===== config.mk =====
export PLATFORM = sky130hd
export DESIGN_NAME = can_id_filter
export DESIGN_NICKNAME = d
export VERILOG_FILES = /design/src/rtl/can_idf_pkg.sv /design/src/rtl/can_idf_regs.sv /design/src/rtl/can_idf_match.sv /design/src/rtl/can_idf_prio.sv /design/src/rtl/can_id_filter.sv
export SDC_FILE = /design/constraint.sdc
export NUM_CORES = 1
export LEC_CHECK = 0
export ABC_CLOCK_PERIOD_IN_PS = 5900
export BUFFER_PORTS_ARGS = -buffer_cell sky130_fd_sc_hd__buf_2
export CAP_MARGIN = 20
export CORE_AREA = 2 2 111 113
export DETAILED_ROUTE_END_ITERATION = 8
export DIE_AREA = 0 0 113 115
export PLACE_DENSITY = 0.89
export SLEW_MARGIN = 20
export SYNTH_ARGS = -nofsm -noshare
export SYNTH_HDL_FRONTEND = slang
export SYNTH_SLANG_ARGS = --single-unit

===== constraint.sdc =====
create_clock -name clk -period 5.9 [get_ports clk]
set_input_delay 0.59 -clock clk [delete_from_list [all_inputs] [get_ports clk]]
set_output_delay 0.59 -clock clk [all_outputs]
set_load 0.02 [all_outputs]

===== src/rtl/can_idf_pkg.sv =====
package can_idf_pkg;

    typedef enum logic [1:0] {
        MODE_W32  = 2'b00,
        MODE_W16  = 2'b01,
        MODE_W8   = 2'b10,
        MODE_SHUT = 2'b11
    } acc_mode_e;

    typedef enum logic [1:0] {
        ST_CONFIG = 2'b00,
        ST_RUN    = 2'b01,
        ST_CLOSED = 2'b10
    } flt_state_e;

endpackage


===== src/rtl/can_idf_regs.sv =====
module can_idf_regs
    import can_idf_pkg::*;
#(
    parameter int DATA_W     = 8,
    parameter int BANK_BYTES = 8,
    parameter int ADDR_W     = 5
) (
    input  logic                         clk,
    input  logic                         rst_n,
    input  logic                         soft_rst,
    input  logic                         wr_en,
    input  logic [ADDR_W-1:0]            wr_addr,
    input  logic [DATA_W-1:0]            wr_data,
    output logic [BANK_BYTES*DATA_W-1:0] code_o,
    output logic [BANK_BYTES*DATA_W-1:0] mask_o,
    output acc_mode_e                    mode_o
);
    localparam int MASK_BASE = BANK_BYTES;
    localparam int CTRL_ADDR = 2 * BANK_BYTES;

    for (genvar p = 0; p < BANK_BYTES; p++) begin : g_byte
        always_ff @(posedge clk or negedge rst_n) begin
            if (!rst_n) begin
                code_o[p*DATA_W +: DATA_W] <= '0;
            end else if (wr_en && wr_addr == ADDR_W'(p)) begin
                code_o[p*DATA_W +: DATA_W] <= wr_data;
            end
        end

        always_ff @(posedge clk or negedge rst_n) begin
            if (!rst_n) begin
                mask_o[p*DATA_W +: DATA_W] <= '0;
            end else if (wr_en && wr_addr == ADDR_W'(MASK_BASE + p)) begin
                mask_o[p*DATA_W +: DATA_W] <= wr_data;
            end
        end
    end

    always_ff @(posedge clk or negedge rst_n) begin
        if (!rst_n) begin
            mode_o <= MODE_W32;
        end else if (wr_en && soft_rst && wr_addr == ADDR_W'(CTRL_ADDR)) begin
            mode_o <= acc_mode_e'(wr_data[1:0]);
        end
    end

endmodule


===== src/rtl/can_idf_match.sv =====
module can_idf_match
    import can_idf_pkg::*;
#(
    parameter int DATA_W     = 8,
    parameter int BANK_BYTES = 8,
    parameter int ID_BYTES   = 4
) (
    input  logic [BANK_BYTES*DATA_W-1:0] code_i,
    input  logic [BANK_BYTES*DATA_W-1:0] mask_i,
    input  logic [ID_BYTES*DATA_W-1:0]   id_i,
    input  acc_mode_e                    mode_i,
    output logic [BANK_BYTES-1:0]        hit_vec_o
);
    localparam int G32 = BANK_BYTES / 4;
    localparam int G16 = BANK_BYTES / 2;

    logic [BANK_BYTES-1:0] byte_ok;
    logic [BANK_BYTES-1:0] f32;
    logic [BANK_BYTES-1:0] f16;

    for (genvar p = 0; p < BANK_BYTES; p++) begin : g_cmp
        logic [DATA_W-1:0] id_sel;
        logic [DATA_W-1:0] diff;
        always_comb begin
            unique case (mode_i)
                MODE_W32: id_sel = id_i[(p % 4) * DATA_W +: DATA_W];
                MODE_W16: id_sel = id_i[(p % 2) * DATA_W +: DATA_W];
                default:  id_sel = id_i[0 +: DATA_W];
            endcase
            diff       = (code_i[p*DATA_W +: DATA_W] ^ id_sel) & ~mask_i[p*DATA_W +: DATA_W];
            byte_ok[p] = (diff == '0);
        end
    end

    for (genvar f = 0; f < BANK_BYTES; f++) begin : g_grp
        if (f < G32) begin : g_w32
            assign f32[f] = &byte_ok[4*f +: 4];
        end else begin : g_w32_off
            assign f32[f] = 1'b0;
        end
        if (f < G16) begin : g_w16
            assign f16[f] = &byte_ok[2*f +: 2];
        end else begin : g_w16_off
            assign f16[f] = 1'b0;
        end
    end

    always_comb begin
        unique case (mode_i)
            MODE_W32: hit_vec_o = f32;
            MODE_W16: hit_vec_o = f16;
            MODE_W8:  hit_vec_o = byte_ok;
            default:  hit_vec_o = '0;
        endcase
    end

endmodule


===== src/rtl/can_idf_prio.sv =====
module can_idf_prio #(
    parameter int N     = 8,
    parameter int IDX_W = 3
) (
    input  logic [N-1:0]     req_i,
    output logic             any_o,
    output logic [IDX_W-1:0] idx_o
);
    always_comb begin
        any_o = |req_i;
        idx_o = '0;
        for (int i = N - 1; i >= 0; i--) begin
            if (req_i[i]) begin
                idx_o = IDX_W'(i);
            end
        end
    end
endmodule


===== src/rtl/can_id_filter.sv =====
module can_id_filter
    import can_idf_pkg::*;
#(
    parameter int DATA_W     = 8,
    parameter int BANK_BYTES = 8,
    parameter int ID_BYTES   = 4,
    parameter int ADDR_W     = $clog2(2 * BANK_BYTES + 1),
    parameter int HIT_W      = $clog2(BANK_BYTES)
) (
    input  logic                       clk,
    input  logic                       rst_n,
    input  logic                       soft_rst,
    input  logic                       wr_en,
    input  logic [ADDR_W-1:0]          wr_addr,
    input  logic [DATA_W-1:0]          wr_data,
    input  logic                       id_valid,
    input  logic [ID_BYTES*DATA_W-1:0] id_bytes,
    output logic                       accept,
    output logic [HIT_W-1:0]           hit_idx,
    output logic [1:0]                 mode_o
);
    logic [BANK_BYTES*DATA_W-1:0] code_w;
    logic [BANK_BYTES*DATA_W-1:0] mask_w;
    acc_mode_e                    mode_w;
    logic [BANK_BYTES-1:0]        hit_vec;
    logic                         any_hit;
    logic [HIT_W-1:0]             win_idx;
    flt_state_e                   state_q, state_d;

    can_idf_regs #(
        .DATA_W(DATA_W), .BANK_BYTES(BANK_BYTES), .ADDR_W(ADDR_W)
    ) u_regs (
        .clk(clk), .rst_n(rst_n), .soft_rst(soft_rst),
        .wr_en(wr_en), .wr_addr(wr_addr), .wr_data(wr_data),
        .code_o(code_w), .mask_o(mask_w), .mode_o(mode_w)
    );

    can_idf_match #(
        .DATA_W(DATA_W), .BANK_BYTES(BANK_BYTES), .ID_BYTES(ID_BYTES)
    ) u_match (
        .code_i(code_w), .mask_i(mask_w), .id_i(id_bytes),
        .mode_i(mode_w), .hit_vec_o(hit_vec)
    );

    can_idf_prio #(
        .N(BANK_BYTES), .IDX_W(HIT_W)
    ) u_prio (
        .req_i(hit_vec), .any_o(any_hit), .idx_o(win_idx)
    );

    always_comb begin
        state_d = state_q;
        unique case (state_q)
            ST_CONFIG: if (!soft_rst) state_d = (mode_w == MODE_SHUT) ? ST_CLOSED : ST_RUN;
            ST_RUN:    if (soft_rst)  state_d = ST_CONFIG;
            ST_CLOSED: if (soft_rst)  state_d = ST_CONFIG;
            default:   state_d = ST_CONFIG;
        endcase
    end

    always_ff @(posedge clk or negedge rst_n) begin
        if (!rst_n) state_q <= ST_CONFIG;
        else        state_q <= state_d;
    end

    always_ff @(posedge clk or negedge rst_n) begin
        if (!rst_n) begin
            accept  <= 1'b0;
            hit_idx <= '0;
        end else if (soft_rst) begin
            accept  <= 1'b0;
            hit_idx <= '0;
        end else if (state_q == ST_RUN && id_valid && any_hit) begin
            accept  <= 1'b1;
            hit_idx <= win_idx;
        end else begin
            accept  <= 1'b0;
        end
    end

    assign mode_o = mode_w;

endmodule


* Word-level counts from Yosys, hierarchy flattened
Index checks and enable logic that the tools add are counted.
Widths: inputs -> output; s select.
** Storage, ports and cells
- Input port bits :: 50
- Logic and storage cells :: 129
- Output and inout port bits :: 6
- Register bits :: 136
** Operators by class
- Bitwise gates (word level) :: 24
- Multiplexer cells :: 20
- Reductions and logical operators :: 42
- Equality and inequality tests :: 23
** Operators with widths (count)
- $and 8x8->8 :: 8
- $logic_not 8->1 :: 8
- $not 8->8 :: 8
- $xor 8x8->8 :: 8
- $eq 5x4->1 const B :: 8
- $mux 3 :: 10
- $pmux 8 s3 :: 1
- $eq 5x3->1 const B :: 4
- $logic_and 1x1->1 :: 20
- $mux 8 :: 2
- $pmux 8 s2 :: 1
- $eq 5x2->1 const B :: 2
- $reduce_and 2->1 :: 5
- $reduce_and 4->1 :: 2
- $reduce_or 8->1 :: 1
- $eq 2x2->1 const B :: 3
- $mux 2 :: 3
- $eq 5x1->1 const B :: 1
- $eq 5x5->1 const B :: 1
- $logic_not 5->1 :: 1
- $eq 2x1->1 const B :: 2
- $logic_not 2->1 :: 2
- $pmux 2 s2 :: 1
- $reduce_or 2->1 :: 2
- 4 further kinds :: 5

* Logic depth before layout (Yosys ltp)
- Word-level depth :: 18
- Mapped depth :: 11

* By module
From an unflattened synthesis, not the netlist that was laid out.
** Unflattened totals
- Cell total of the unflattened synthesis :: 541
- Area total of the unflattened synthesis :: 6886.6 um^2
** Modules (own cells, without submodules)
- can_idf_regs :: times used 1, cells each 299, area an instance 4944.7 um^2, sequential area each 3253.1 um^2
- can_idf_match :: times used 1, cells each 202, area an instance 1530.2 um^2, sequential area each 0.0 um^2
- can_id_filter :: times used 1, cells each 27, area an instance 330.3 um^2, sequential area each 150.1 um^2
- can_idf_prio :: times used 1, cells each 13, area an instance 81.3 um^2, sequential area each 0.0 um^2

* Worst setup path after synthesis
OpenSTA, ideal clock, no wires.
- Kind :: register to register
- From :: reg u_regs.mode_o[0]
- To :: reg hit_idx[0]
- Required time :: 5824 ps
- Library setup time :: 76 ps
- Stages on the path, launching flop included :: 12
- Arrival :: 2973 ps
- Path buffers :: 2
- Path slack :: 2850 ps
- Cells stage by stage :: dfrtp_1 > buf_6 > buf_12 > nor2_8 > mux2i_1 > mux2i_1 > o2111ai_1 > or4b_1 > o31a_1 > and2_4 > a311o_1 > o21ai_1
** Between the ends
- Longest elaborated chain between the ends :: 16
- Elaborated cells between the ends (all ways) :: 45
- Classes of those cells :: eq/ne: 2; mux: 14; bitwise: 12; reduce/logical: 17
** Ends and longest elaborated chain
- from (decl) :: line can_idf_regs.sv:16 : output acc_mode_e mode_o
- from (signal assigned) :: line can_idf_regs.sv:43 : mode_o <= acc_mode_e'(wr_data[1:0]);
- $eq 2x1->1 / $logic_not 2->1 (equally long branches) :: line can_idf_match.sv:25, can_idf_match.sv:49
- $pmux 8 s2 :: line can_idf_match.sv:25 : unique case (mode_i)
- $xor 8x8->8 :: line can_idf_match.sv:30 : diff = (code_i[p*DATA_W +: DATA_W] ^ id_sel) & ~mask_i[p*DATA_W +: DATA_W];
- $and 8x8->8 :: line can_idf_match.sv:30
- $logic_not 8->1 :: line can_idf_match.sv:31 : byte_ok[p] = (diff == '0);
- $pmux 8 s3 * :: line can_idf_match.sv:49 : unique case (mode_i)
- $mux 3 (8 in a row) :: line can_idf_prio.sv:13 : if (req_i[i]) begin
- $mux 3 :: line can_id_filter.sv:73 : end else if (state_q == ST_RUN && id_valid && any_hit) begin
- $mux 3 :: line can_id_filter.sv:70 : end else if (soft_rst) begin
- to (signal assigned) :: line can_id_filter.sv:75 : hit_idx <= win_idx;
- to (decl) :: line can_id_filter.sv:19 : output logic [HIT_W-1:0] hit_idx,
Every way passes the cells marked *; elsewhere a longest branch is shown, timed or not. The select of a mux whose other input is x is not followed.
A chain may end at the register's enable or synchronous reset.

* Worst setup path after layout
Ends and elaborated chain as after synthesis.

==> results.yml <==
run_status:
  status: "finished, violations left"
  violations: "DRC"
logic_synthesis:
  synthXorXnorAreaFrac_pct: 7.55
  ys_warn_count: 0
  synth_edf_count: 0
  synth_top_family_by_area: "multiplexers"
  ys_ff_latch: 136
  ys_seq_area_share_pct: 48.1
  ys_async_sr_fraction_pct: 100
  postSynthCellCount: 573
  synth_compound_area_share_pct: 5.98
  muxShareOfSynthArea_pct: 27.3
  syn-cell-area_um2: 7080
  synthSimpleGateAreaFrac_pct: 8.31
  yosys.area.top_type: "dfrtp_1"
  syn_nets: 625
  ys_top_cells_by_area: "dfrtp_1 48%, mux2_2 21%, mux2i_1 5.8%, xnor2_1 4.1%, xor2_1 3.5%"
  synth_adder_area_share_pct: 0.354
  synth_cell_types: 52
  syn_avg_cell_area_um2: 12.3
  synth_top_area_share_pct: 48.1
  synth_flop_cell: "dfrtp_1"
critical_path:
  worstSetupPathType: "flop to flop"
  worstReg2RegStart: "u_regs.mode_o[0]$_DFFE_PN0P_"
  reg2reg_depth: 9
  crit_path_top_delay_cell: "dfrtp_1"
  endpoint_kind: "flop"
  required_ps: 6240
  path_depth: 9
  worst_path_most_repeated_cell: "mux2i_1"
  r2r-end: "hit_idx[0]$_DFFE_PN0P_"
  startpoint_type: "flop"
  slowest_delay_ps: 990
  worstPathCellList: "mux2i_1 -> mux2i_1 -> o2111ai_1 -> a2111oi_4 -> or4b_1 -> o31a_1 -> and2_4 -> a311o_1 -> o21ai_1"
  cp_max_fo: 16
  worstPathArrival_ps: 4370
  critPathBufInv: 0
  r2r_slack_ps: 1870
  crit_family: "compound AO/OA/AOI/OAI gates"
final_layout:
  fillers: 820
  final_common_cell: "dfrtp_1"
  layout-drive-gt1-share_pct: 36.5
  final_cell_mix: "136 x dfrtp_1, 130 x mux2_2, 55 x buf_2"
  regArea_um2: 3400
  final_area_um2: 8030
  antenna_cells: 0
  area_delta_synth_final_pct: 13.4
  multi_input_area_um2: 3510
  final_nets: 675
sta:
  rsz0062_at_grt: "false"
  period_minus_slack_ps: 4030
  max_freq_ghz: 0.248
  setup_viol: 0
  post-route-period-util_pct: 68.3
  slew_headroom_pct: 34.6
  fin_skew_ps: 9.27
  drv_slew: 0
  tightest_slew_ps: 981
  finalHoldViolCount: 0
  tns_ps: 0
run:
  maxCapViolations: 0
global_routing:
  first_global_vias: 5129
  antenna_found_initial: 0
  overflow: 0
  grt_max_degree: 76
  grt_usage_pct: 27.9
  grt_pass1_wl_um: 27400
routing:
  drcViolationCount: 3
  wl_um: 17200
  antenna_left: 0
  routedWlPerCell_um: 21.9
  drtIter0Drc: 397
  vias: 4927
  firstDrtPassIters: 7
  vias_per_cell: 6.29
clock_network:
  cts.sinks: 136
  cts_root_buf: "clkbuf_16"
  cts_made_buffers: 17
  clkTransAtPathRegs_ps: 60
  clock_latency_ps: 430
  clockBufferDepth: 2
  ctsHoldBuffers: 0
  cts_tree: "yes"
  htreeDepth: 4
  cts_resized: 0
  post_cts_buffers: 0
floorplan:
  dieArea_um2: 13000
  ios: 56
  die_h_um: 115
  start_util_pct: 59.9
  placementRows: 40
  fp.dieW_um: 113
  core_um2: 11800
placed_design:
  gp_congestion: 0.917
  io_buffer_count: 55
  place_area_um2: 7410
  place_hpwl_um: 11700
pwr:
  peakVddDrop_v: 0.000190
  power_density_nw_per_um2: 369
  p_leak_uw: 0.00365
min_path:
  min_path_type: "primary input to asynchronous set/reset pin"
[state kept, by name, indices dropped and copies added (netlist names)]
register	count
u_regs.code_o	64
hit_idx	3
state_q	2
u_regs.mask_o	64
u_regs.mode_o	2
accept	1
[how the worst max path moves through the flow]
| stage | endpoint | startpoint |
|---|---|---|
| floorplan | hit_idx[0]$_DFFE_PN0P_ | u_regs.mode_o[0]$_DFFE_PN0P_ |
| global placement | hit_idx[0]$_DFFE_PN0P_ | u_regs.mode_o[0]$_DFFE_PN0P_ |
| detailed placement | hit_idx[0]$_DFFE_PN0P_ | u_regs.mode_o[0]$_DFFE_PN0P_ |
| CTS | hit_idx[0]$_DFFE_PN0P_ | u_regs.mode_o[0]$_DFFE_PN0P_ |
| global route | hit_idx[0]$_DFFE_PN0P_ | u_regs.mode_o[0]$_DFFE_PN0P_ |
| finish | hit_idx[0]$_DFFE_PN0P_ | u_regs.mode_o[0]$_DFFE_PN0P_ |
[cells in the mapped netlist, types with 2 or more instances]
master	instances
o2111a_1	2
nor2b_1	22
nand2_1	18
and2_1	2
or2_2	2
dfrtp_1	136
o2111ai_1	3
or3_1	3
and2_4	2
o21ai_0	8
nand3_1	5
buf_6	3
nor3b_1	6
xnor2_1	33
and3_1	2
ha_1	2
mux2_2	130
o22ai_1	22
nor4_1	4
a211oi_1	2
clkbuf_1	21
nor3_1	11
mux2i_1	41
nand4_1	3
inv_1	7
a41oi_1	2
o31a_1	2
xor2_1	28
nor2_1	25
mux2i_4	2
a21oi_1	3
[area by class of cell]
| class | instances | area share, % |
|---|---|---|
| multi-input combinational | 403 | 43.7 |
| inverter | 7 | 0.327 |
| sequential | 136 | 42.4 |
| clock buffer | 20 | 5.69 |
| timing repair buffer | 58 | 3.71 |
| clock inverter | 12 | 1.87 |
| tap | 147 | 2.29 |
[cells by family after synthesis]
logic type	Yosys count
fa+ha+maj	2
flops	136
simple gates	109
mux	174
buf+inv	34
compound gates	57
xor+xnor	61
[through the flow]
| step | power, µW | util, % | hold WS [ps] | setup slack [ps] | instances |
|---|---|---|---|---|---|
| global placement | 1840 | 62.7 | 483 | 2260 | 750 |
| floorplan | 1710 | - | 294 | 2850 | 573 |
| finish | 2960 | 68.0 | 236 | 1870 | 783 |
| global route | 3090 | 68.0 | 294 | 1810 | 783 |
| CTS | 2970 | 67.9 | 261 | 1930 | 783 |
| detailed placement | 1880 | 62.8 | 496 | 2110 | 751 |
[power breakdown]
group | total, µW | internal (µW) | switching (µW)
Clock | 1080 | 684 | 400
Combinational | 628 | 326 | 302
Sequential | 1250 | 1110 | 142
[layer usage]
layer,part of all wire [%],GRT usage (%)
met1,41,35.2
met5,0,0
met4,3.8,13.5
met3,6.4,7.38
met2,49,45.4
(Power assumes the default switching activity.)
